===== config.mk =====
export PLATFORM = sky130hd
export DESIGN_NAME = code_prefetch_queue
export DESIGN_NICKNAME = d
export VERILOG_FILES = /design/src/rtl/cpq_pkg.sv /design/src/rtl/cpq_store.sv /design/src/rtl/cpq_count.sv /design/src/rtl/cpq_fill.sv /design/src/rtl/code_prefetch_queue.sv
export SDC_FILE = /design/constraint.sdc
export NUM_CORES = 1
export LEC_CHECK = 0
export BUFFER_PORTS_ARGS = -buffer_cell sky130_fd_sc_hd__buf_2
export CORE_MARGIN = 10
export CORE_UTILIZATION = 42
export DETAILED_ROUTE_END_ITERATION = 8
export HOLD_SLACK_MARGIN = 0.15
export PLACE_DENSITY = 0.63
export REMOVE_ABC_BUFFERS = 1
export SLEW_MARGIN = 40
export SYNTH_ARGS = -nofsm -noshare
export SYNTH_HDL_FRONTEND = slang
export SYNTH_SLANG_ARGS = --single-unit

===== constraint.sdc =====
create_clock -name clk -period 10.1 [get_ports clk]
set_input_delay 2.02 -clock clk [delete_from_list [all_inputs] [get_ports clk]]
set_output_delay 2.02 -clock clk [all_outputs]
set_load 0.05 [all_outputs]

===== src/rtl/cpq_pkg.sv =====
package cpq_pkg;

  typedef enum logic [1:0] {
    ST_IDLE  = 2'd0,
    ST_SERVE = 2'd1,
    ST_FILL  = 2'd2,
    ST_RESP  = 2'd3
  } cpq_state_e;

  // Number of bytes named by a size code.
  function automatic logic [2:0] cpq_size_bytes(input logic [1:0] code);
    case (code)
      2'b00:   return 3'd1;
      2'b01:   return 3'd2;
      default: return 3'd4;
    endcase
  endfunction

  // Bytes from slot (addr & (qlen-1)) to the end of the window.
  function automatic int cpq_fill_len(input logic [31:0] addr, input int qlen);
    return qlen - int'(addr & 32'(qlen - 1));
  endfunction

  // Place n bytes of piece into acc starting at byte lane at.
  function automatic logic [31:0] cpq_merge(input logic [31:0] acc,
                                            input logic [31:0] piece,
                                            input logic [2:0]  at,
                                            input logic [2:0]  n);
    logic [31:0] r;
    r = acc;
    for (int k = 0; k < 4; k++) begin
      int p;
      p = int'(at) + k;
      if (k < int'(n) && p < 4) r[p*8 +: 8] = piece[k*8 +: 8];
    end
    return r;
  endfunction

endpackage


===== src/rtl/cpq_store.sv =====
module cpq_store #(
  parameter int QLEN = 16,
  localparam int IW = $clog2(QLEN)
) (
  input  logic          clk,
  input  logic          wr_en,
  input  logic [IW-1:0] wr_idx,
  input  logic [7:0]    wr_data,
  input  logic [IW-1:0] rd_idx,
  output logic [31:0]   rd_bytes
);
  logic [7:0] slot_q [QLEN];

  always_ff @(posedge clk) begin
    if (wr_en) slot_q[wr_idx] <= wr_data;
  end

  // Four consecutive slots from rd_idx, wrapping at the window end.
  for (genvar k = 0; k < 4; k++) begin : g_lane
    logic [IW-1:0] lane_idx;
    assign lane_idx = rd_idx + IW'(k);
    assign rd_bytes[k*8 +: 8] = slot_q[lane_idx];
  end
endmodule


===== src/rtl/cpq_count.sv =====
module cpq_count #(
  parameter int QLEN = 16,
  localparam int CW = $clog2(QLEN) + 2
) (
  input  logic                 clk,
  input  logic                 rst_n,
  input  logic                 flush,
  input  logic                 load,
  input  logic [CW-1:0]        load_val,
  input  logic                 dec,
  input  logic [2:0]           dec_val,
  output logic signed [CW-1:0] remain,
  output logic                 empty
);
  logic signed [CW-1:0] cnt_q;

  always_ff @(posedge clk or negedge rst_n) begin
    if (!rst_n)     cnt_q <= '0;
    else if (flush) cnt_q <= '0;
    else if (load)  cnt_q <= $signed(load_val);
    else if (dec)   cnt_q <= cnt_q - $signed(CW'(dec_val));
  end

  assign remain = cnt_q;
  assign empty  = (cnt_q <= 0);

  // never consume more bytes than are held
  a_r3_dec_within: assert property (@(posedge clk) disable iff (!rst_n)
    dec |-> ($signed(CW'(dec_val)) <= cnt_q));
  // a reload never claims more than a full window
  a_r3_load_range: assert property (@(posedge clk) disable iff (!rst_n)
    load |-> (load_val != '0 && load_val <= CW'(QLEN)));
  // a flush leaves the queue empty
  a_r7_flush_empty: assert property (@(posedge clk) disable iff (!rst_n)
    flush |=> (cnt_q == 0));
endmodule


===== src/rtl/cpq_fill.sv =====
module cpq_fill
  import cpq_pkg::*;
#(
  parameter int QLEN = 16,
  parameter int AW   = 32,
  localparam int IW  = $clog2(QLEN),
  localparam int CW  = IW + 2
) (
  input  logic          clk,
  input  logic          rst_n,
  input  logic          start,
  input  logic [AW-1:0] start_addr,
  output logic          mem_req,
  output logic [AW-1:0] mem_addr,
  input  logic          mem_ack,
  input  logic [7:0]    mem_rdata,
  output logic          wr_en,
  output logic [IW-1:0] wr_idx,
  output logic [7:0]    wr_data,
  output logic          done,
  output logic [CW-1:0] fill_len
);
  logic          busy_q;
  logic [AW-1:0] addr_q;
  logic [CW-1:0] left_q;
  logic [CW-1:0] len_q;
  logic          take;

  assign take = busy_q && mem_ack;

  always_ff @(posedge clk or negedge rst_n) begin
    if (!rst_n) begin
      busy_q <= 1'b0;
      addr_q <= '0;
      left_q <= '0;
      len_q  <= '0;
    end else if (start) begin
      busy_q <= 1'b1;
      addr_q <= start_addr;
      left_q <= CW'(cpq_fill_len(32'(start_addr), QLEN));
      len_q  <= CW'(cpq_fill_len(32'(start_addr), QLEN));
    end else if (take) begin
      addr_q <= addr_q + AW'(1);
      left_q <= left_q - CW'(1);
      if (left_q == CW'(1)) busy_q <= 1'b0;
    end
  end

  assign mem_req  = busy_q;
  assign mem_addr = addr_q;
  assign wr_en    = take;
  assign wr_idx   = addr_q[IW-1:0];
  assign wr_data  = mem_rdata;
  assign done     = take && (left_q == CW'(1));
  assign fill_len = len_q;

  // request and address hold until acknowledged
  a_r9_addr_hold: assert property (@(posedge clk) disable iff (!rst_n)
    (mem_req && !mem_ack) |=> (mem_req && $stable(mem_addr)));
  // a reload always ends on the last slot of the window
  a_r2_fill_end: assert property (@(posedge clk) disable iff (!rst_n)
    done |-> (wr_idx == IW'(QLEN - 1)));
  // a reload is never restarted while one is running
  a_r2_no_restart: assert property (@(posedge clk) disable iff (!rst_n)
    start |-> !busy_q);
endmodule


===== src/rtl/code_prefetch_queue.sv =====
module code_prefetch_queue
  import cpq_pkg::*;
#(
  parameter int QLEN = 16,
  parameter int AW   = 32,
  localparam int IW  = $clog2(QLEN),
  localparam int CW  = IW + 2
) (
  input  logic          clk,
  input  logic          rst_n,
  input  logic          flush,
  input  logic          req_valid,
  output logic          req_ready,
  input  logic [AW-1:0] req_addr,
  input  logic [1:0]    req_size,
  output logic          rsp_valid,
  output logic [31:0]   rsp_data,
  output logic          mem_req,
  output logic [AW-1:0] mem_addr,
  input  logic          mem_ack,
  input  logic [7:0]    mem_rdata
);
  cpq_state_e state_q, state_d;

  logic [AW-1:0] cur_addr_q;
  logic [2:0]    need_q;
  logic [2:0]    got_q;
  logic [31:0]   acc_q;

  // Named internal events
  logic                 accept;
  logic                 fill_start;
  logic                 fill_done;
  logic                 take_piece;
  logic [2:0]           piece_n;
  logic [2:0]           need_left;
  logic signed [CW-1:0] remain;
  logic                 q_empty;
  logic [CW-1:0]        fill_len;
  logic [31:0]          rd_bytes;
  logic                 wr_en;
  logic [IW-1:0]        wr_idx;
  logic [7:0]           wr_data;

  assign accept     = (state_q == ST_IDLE) && req_valid;
  assign fill_start = (state_q == ST_SERVE) && q_empty;
  assign take_piece = (state_q == ST_SERVE) && !q_empty;
  assign need_left  = need_q - got_q;
  assign piece_n    = ($signed(CW'(need_left)) > remain) ? 3'(remain) : need_left;

  always_comb begin
    state_d = state_q;
    case (state_q)
      ST_IDLE:  if (accept) state_d = ST_SERVE;
      ST_SERVE: begin
        if (q_empty)                          state_d = ST_FILL;
        else if (got_q + piece_n == need_q)   state_d = ST_RESP;
      end
      ST_FILL:  if (fill_done) state_d = ST_SERVE;
      default:  state_d = ST_IDLE;
    endcase
  end

  always_ff @(posedge clk or negedge rst_n) begin
    if (!rst_n) begin
      state_q    <= ST_IDLE;
      cur_addr_q <= '0;
      need_q     <= '0;
      got_q      <= '0;
      acc_q      <= '0;
    end else begin
      state_q <= state_d;
      if (accept) begin
        cur_addr_q <= req_addr;
        need_q     <= cpq_size_bytes(req_size);
        got_q      <= '0;
        acc_q      <= '0;
      end else if (take_piece) begin
        acc_q      <= cpq_merge(acc_q, rd_bytes, got_q, piece_n);
        got_q      <= got_q + piece_n;
        cur_addr_q <= cur_addr_q + AW'(piece_n);
      end
    end
  end

  assign req_ready = (state_q == ST_IDLE);
  assign rsp_valid = (state_q == ST_RESP);
  assign rsp_data  = acc_q;

  cpq_store #(.QLEN(QLEN)) u_store (
    .clk      (clk),
    .wr_en    (wr_en),
    .wr_idx   (wr_idx),
    .wr_data  (wr_data),
    .rd_idx   (cur_addr_q[IW-1:0]),
    .rd_bytes (rd_bytes)
  );

  cpq_count #(.QLEN(QLEN)) u_count (
    .clk      (clk),
    .rst_n    (rst_n),
    .flush    (flush),
    .load     (fill_done),
    .load_val (fill_len),
    .dec      (take_piece),
    .dec_val  (piece_n),
    .remain   (remain),
    .empty    (q_empty)
  );

  cpq_fill #(.QLEN(QLEN), .AW(AW)) u_fill (
    .clk        (clk),
    .rst_n      (rst_n),
    .start      (fill_start),
    .start_addr (cur_addr_q),
    .mem_req    (mem_req),
    .mem_addr   (mem_addr),
    .mem_ack    (mem_ack),
    .mem_rdata  (mem_rdata),
    .wr_en      (wr_en),
    .wr_idx     (wr_idx),
    .wr_data    (wr_data),
    .done       (fill_done),
    .fill_len   (fill_len)
  );

  // one-cycle response, then ready again
  a_r8_rsp_pulse: assert property (@(posedge clk) disable iff (!rst_n)
    rsp_valid |=> (!rsp_valid && req_ready));
  // no memory traffic outstanding when answering
  a_r8_rsp_after_fill: assert property (@(posedge clk) disable iff (!rst_n)
    rsp_valid |-> !mem_req);
  // the answer carries exactly the requested number of bytes
  a_r4_full_value: assert property (@(posedge clk) disable iff (!rst_n)
    rsp_valid |-> (got_q == need_q));
  // memory is read only while the block is reloading
  a_r3_mem_in_fill: assert property (@(posedge clk) disable iff (!rst_n)
    mem_req |-> (state_q == ST_FILL));
  // flush is only pulsed between fetches
  a_r7_flush_idle: assert property (@(posedge clk) disable iff (!rst_n)
    flush |-> req_ready);
endmodule


==> reports/metrics.yaml, run 1 <==
clock_tree:
  htreeDepth: 1
  cts_tree: "done"
  ctsHoldBuffers: 0
  cts_root_buf: "clkbuf_16"
  clk_pin_slew_ps: 70
  postCtsSetupRepairBufs: 0
  clk_latency_ps: 570
  cts_resized: 0
  clockBufferDepth: 3
  cts.sinks: 250
  cts_buffers: 28
detailed_routing:
  drtIter0Drc: 929
  routed_wl_um: 50500
  final_antenna_net_count: 0
  via_per_inst: 6.16
  wire_per_inst_um: 24.1
  drc: 0
  first_pass_iters: 5
  vias: 12900
die:
  initial_utilization_pct: 42.6
  num_io_pins: 114
  die_w_um: 219
  die-area_mm2: 0.0478
  die_h_um: 219
  coreArea_mm2: 0.0388
  num_rows: 72
sta:
  fin_crit_sh_pct: 57.5
  min_period_ps: 5810
  slew_headroom_pct: 43.0
  setup_viol: 0
  fmax_ghz: 0.172
  final_hold_viol_count: 0
  fin_worst_skew_ps: 31.4
  tightest_slew_ps: 854
  fin_tns_setup_ps: 0
  rsz0062_at_grt: "false"
  finalMaxSlewViolations: 0
critical_path:
  worstPathMaxFanout: 19
  r2r_slack_ps: 4290
  critPathRequiredTime_ps: 10560
  endpoint_kind: "flop"
  crit_end: "cur_addr_q[16]"
  startpoint: "got_q[0]"
  r2r_cells: 19
  startpoint_type: "flop"
  arrival_ps: 6270
  r2r_end: "cur_addr_q[16]"
  criticalPathCategory: "reg2reg"
  r2r_start: "got_q[0]"
logic_synthesis:
  ys.flop_type: "edfxtp_1"
  synth-edff-count: 128
  synthArstFlopShare_pct: 48.8
  synth_cells: 1478
  synth_area_per_cell_um2: 11.2
  yosysUniqueCellTypes: 78
  synth_area_mm2: 0.0166
  ys_seq_elements: 250
  ys_seq_area_share_pct: 41.7
  yosys_warnings: 0
placement:
  place_hpwl_um: 36100
  gp_congestion: 0.938
  portBuffers: 113
job:
  cap_viol_max_count: 0
final_layout:
  insertedDiodeCount: 0
  layout-drive-gt1-share_pct: 23.5
  syn_to_final_growth_pct: 12.7
  nets: 1646
global_route:
  grtUsageTotal_pct: 20.5
  grt_max_degree: 66
  antenna_found_initial: 1
  gr-total-overflow: 0
  grt_pass1_vias: 12600
  grt_pass1_wl_um: 76700
outcome:
  status: "complete, no violations"
min_path:
  holdCritPathClass: "reg2reg"
  holdPathStages: 2
through the flow:
step | area (um^2) | worst slack (ps) | instances | utilization [%] | hold slack [ps]
6_report | 18700 | 4290 | 2098 | 48.1 | 494
5_1_grt | 18700 | 3940 | 2098 | 48.1 | 517
4_1_cts | 18600 | 4370 | 2097 | 47.9 | 494
2_1_floorplan | 16100 | 1560 | 1382 | - | 447
3_5_place_dp | 17600 | 4440 | 2045 | 45.3 | 478
3_3_place_gp | 17600 | 4630 | 2044 | 45.2 | 463
cells in the final DEF (no fill, tap or decap), types with 17 or more instances in the layout:
master,instances
nor2_1,99
edfxtp_1,128
inv_1,47
ha_1,35
o21ai_0,91
mux2_2,33
nand3_1,48
buf_2,112
dfrtp_1,120
xnor2_1,40
nand2_1,179
xor2_1,28
mux4_2,110
nand4_1,17
buf_4,29
clkbuf_16,29
mux2i_1,75
a21oi_1,40
nor3_1,41
registers in the layout (all words and copies together) (netlist names):
| register | count |
|---|---|
| u_fill.fill_len | 5 |
| need_q | 3 |
| got_q | 3 |
| u_fill.mem_req | 1 |
| u_fill.mem_addr | 32 |
| u_count.remain | 6 |
| u_store.slot_q | 128 |
| state_q | 2 |
| cur_addr_q | 32 |
| u_fill.left_q | 6 |
| rsp_data | 32 |
critical path, cell delays in order (launching register included):
cell and delay (ps):
dfrtp_1 780, ha_1 260, inv_1 50, fa_1 370
xor3_1 460, inv_1 140, ha_1 320, nor2_1 70
a2111oi_4 580, a21o_2 490, o21ai_0 250, ha_1 270
fa_1 380, and2_1 160, o21ai_0 360, nor2_1 240
nand3_1 210, nor2_1 70, xnor2_1 110, o21ai_0 150
logic make-up (layout without fill, tap and decap cells):
| group | Yosys count | in the layout | synth area share, % |
|---|---|---|---|
| compound gates | 283 | 283 | 12.0 |
| xor+xnor | 71 | 71 | 3.85 |
| fa+ha+maj | 41 | 41 | 3.28 |
| buf+inv | 144 | 246 | 4.07 |
| flops | 250 | 250 | 41.7 |
| mux | 223 | 223 | 22.3 |
| simple gates | 466 | 466 | 12.9 |
synth_stat cells, types with 46 or more instances:
library cell	number	area (um^2)
nand2_1	180	676
nor2_1	101	379
nor3_1	46	230
mux2i_1	77	771
dfrtp_1	122	3050
clkbuf_1	48	180
o21ai_0	92	460
nand3_1	48	240
edfxtp_1	128	3840
inv_1	47	176
mux4_2	110	2480
cell type report:
type	count	area [um^2]
well taps	518	648
fillers	3450	20200
clock inverters	20	280
inverters	48	180
clock buffers	32	737
flip-flops and latches	250	6900
repair buffers	146	843
multi-input cells	1084	9070
metal layers:
layer,share of wire [%],GRT usage [%],vias up
met3,7.9,3.87,75
met2,49,34.2,549
met5,0.014,0,-
met4,1.9,5.18,2
met1,41,27.0,6523
li1,-,-,5773
how the worst min path moves through the flow:
stage                             startpoint                  to  slack (ps)
after global routing      u_fill.fill_len[4]  u_fill.fill_len[4]         520
after CTS                 u_fill.fill_len[3]  u_fill.fill_len[3]         490
after global placement    u_fill.fill_len[3]  u_fill.fill_len[3]         460
final                     u_fill.fill_len[3]  u_fill.fill_len[3]         490
after floorplan           u_fill.fill_len[3]  u_fill.fill_len[3]         450
after detailed placement  u_fill.fill_len[3]  u_fill.fill_len[3]         480
Power of run 1 is not shown: default switching activity piles up to over one toggle a cycle in this logic, so the estimate is an artifact.
==> inputs of run 2 (changes only) <==
--- a/config.mk
+++ b/config.mk
@@ -10,7 +10,7 @@
 export CORE_UTILIZATION = 42
 export DETAILED_ROUTE_END_ITERATION = 8
 export HOLD_SLACK_MARGIN = 0.15
-export PLACE_DENSITY = 0.63
+export PLACE_DENSITY = 0.65
 export REMOVE_ABC_BUFFERS = 1
 export SLEW_MARGIN = 40
 export SYNTH_ARGS = -nofsm -noshare
==> constraint.sdc (replaced) <==
create_clock -name clk -period 4.7 [get_ports clk]
set_input_delay 0.94 -clock clk [delete_from_list [all_inputs] [get_ports clk]]
set_output_delay 0.94 -clock clk [all_outputs]
set_load 0.05 [all_outputs]
==> run 2 against run 1 <==
Routed wire length fell by 0.42%. Flip-flop and latch count did not move. Sequential share of layout area fell by 0.25 points. Final cell count rose by 1.2%. Utilization rose by 0.32 points. Design area rose by 0.67%. Die area did not move. Worst setup slack got worse by 4000 ps. Hold slack got worse by 270 ps. Critical path type unchanged.
==> reports/metrics.yaml, run 2 (same netlist as run 1, synthesis figures left out) <==
sta:
  final_hold_viol_count: 0
  setup_viol: 0
  fin_worst_skew_ps: 34.8
  tightest_slew_ps: 822
  fmax_ghz: 0.229
  finalMaxSlewViolations: 0
  hold-worst-slack_ps: 225
  fin_tns_setup_ps: 0
  fin_crit_sh_pct: 93.0
  rsz0062_at_grt: "false"
  min_period_ps: 4370
  slew_headroom_pct: 45.2
detailed_routing:
  drc: 0
  wire_per_inst_um: 23.7
  met1_length_um: 20400
  via_per_inst: 6.16
  topRoutingLayerUsed: "met5"
  wl_met3_um: 4230
  wl_met2_um: 24200
  routed_wl_um: 50300
  vias: 13100
  drtIter0Drc: 1394
  final_antenna_net_count: 0
  first_pass_iters: 6
final_layout:
  layout-drive-gt1-share_pct: 24.7
  register_area_mm2: 0.00690
  top_register: "u_store.slot_q"
  largest_reg_flops: 128
  syn_to_final_growth_pct: 13.5
  nets: 1671
  final_cell_mix: "179 x nand2_1, 128 x edfxtp_1, 120 x dfrtp_1, 112 x buf_2, 110 x mux4_2"
  final_common_cell: "nand2_1"
  multi_input_area_mm2: 0.00907
  fillers: 3420
clock_tree:
  cts_tree: "done"
  cts.sinks: 250
  clk_pin_slew_ps: 60
  cts_buffers: 28
  clk_latency_ps: 580
  cts_root_buf: "clkbuf_16"
  clockBufferDepth: 3
  ctsHoldBuffers: 0
  htreeDepth: 1
global_route:
  grt_pass1_vias: 12800
  grtUsageTotal_pct: 20.4
  antenna_found_initial: 2
  grt_max_degree: 101
  gr-total-overflow: 0
  grt_pass1_wl_um: 76500
critical_path:
  r2r_slack_ps: 330
  crit_end: "cur_addr_q[29]"
  r2r_cells: 20
  criticalPathCategory: "reg2reg"
  critPathRequiredTime_ps: 5110
  arrival_ps: 4780
  startpoint_type: "flop"
  worstPathMaxFanout: 6
  r2r_end: "cur_addr_q[29]"
  startpoint: "need_q[0]"
  endpoint_kind: "flop"
  r2r_start: "need_q[0]"
die:
  die_h_um: 219
  coreArea_mm2: 0.0388
  die_w_um: 219
  initial_utilization_pct: 42.6
  die-area_mm2: 0.0478
  num_rows: 72
  num_io_pins: 114
min_path:
  holdCritPathClass: "in2async"
job:
  cap_viol_max_count: 0
outcome:
  status: "complete, no violations"
placement:
  portBuffers: 113
  place_hpwl_um: 35900
  gp_congestion: 0.941
run 2: worst min path at each step:
stage	start	to
finish	rst_n	u_fill.mem_addr[18]
global route	rst_n	u_fill.mem_addr[18]
CTS	rst_n	rsp_data[20]
detailed placement	u_fill.fill_len[3]	u_fill.fill_len[3]
global placement	u_fill.fill_len[3]	u_fill.fill_len[3]
floorplan	u_fill.fill_len[3]	u_fill.fill_len[3]
run 2: final cells by class:
cell class	instances	share of cell area, %
diodes	1	0.0133
clock buffers	31	3.79
clock inverters	20	1.19
inverters	48	0.959
multi-input cells	1085	48.3
flip-flops and latches	250	36.8
well taps	518	3.45
repair buffers	170	5.56
run 2: critical path: stages (launching register included):
cell       delay [ps]
dfrtp_1           380
inv_1              80
ha_1              140
inv_1              40
fa_1              360
xor3_1            260
inv_1             130
ha_1              320
nor2_1             70
a2111oi_4         340
buf_4             200
a21oi_1            90
a21o_1            260
ha_1              290
a21o_1            100
a21oi_1           110
nand4b_1          290
or2_4             360
nor3_1            190
xnor2_1           140
o21ai_0            90
run 2: layer usage:
layer / global-route usage, % / vias up
met5: 0 / -
met1: 27.0 / 6586
met4: 7.17 / 2
met3: 4.01 / 94
met2: 32.7 / 574
li1: - / 5832
run 2: per-stage QoR:
step           worst slack, ps  util, %  area, um^2  instances
3_5_place_dp             -39.2     45.8       17800       2067
4_1_cts                    130     48.2       18700       2118
2_1_floorplan            -3840        -       16100       1382
3_3_place_gp              84.9     45.7       17700       2067
6_report                   328     48.4       18800       2123
5_1_grt                   3.06     48.4       18800       2123
run 2: what timing repair did:
item,4_1_cts,5_1_grt
setup buffers,0,2
cloned,0,1
endpoints found under the hold margin,0,0
gates resized for setup,2,5
endpoints found under the setup margin,2,20
pin swaps,0,2
Power of run 2 is left out for the same reason.
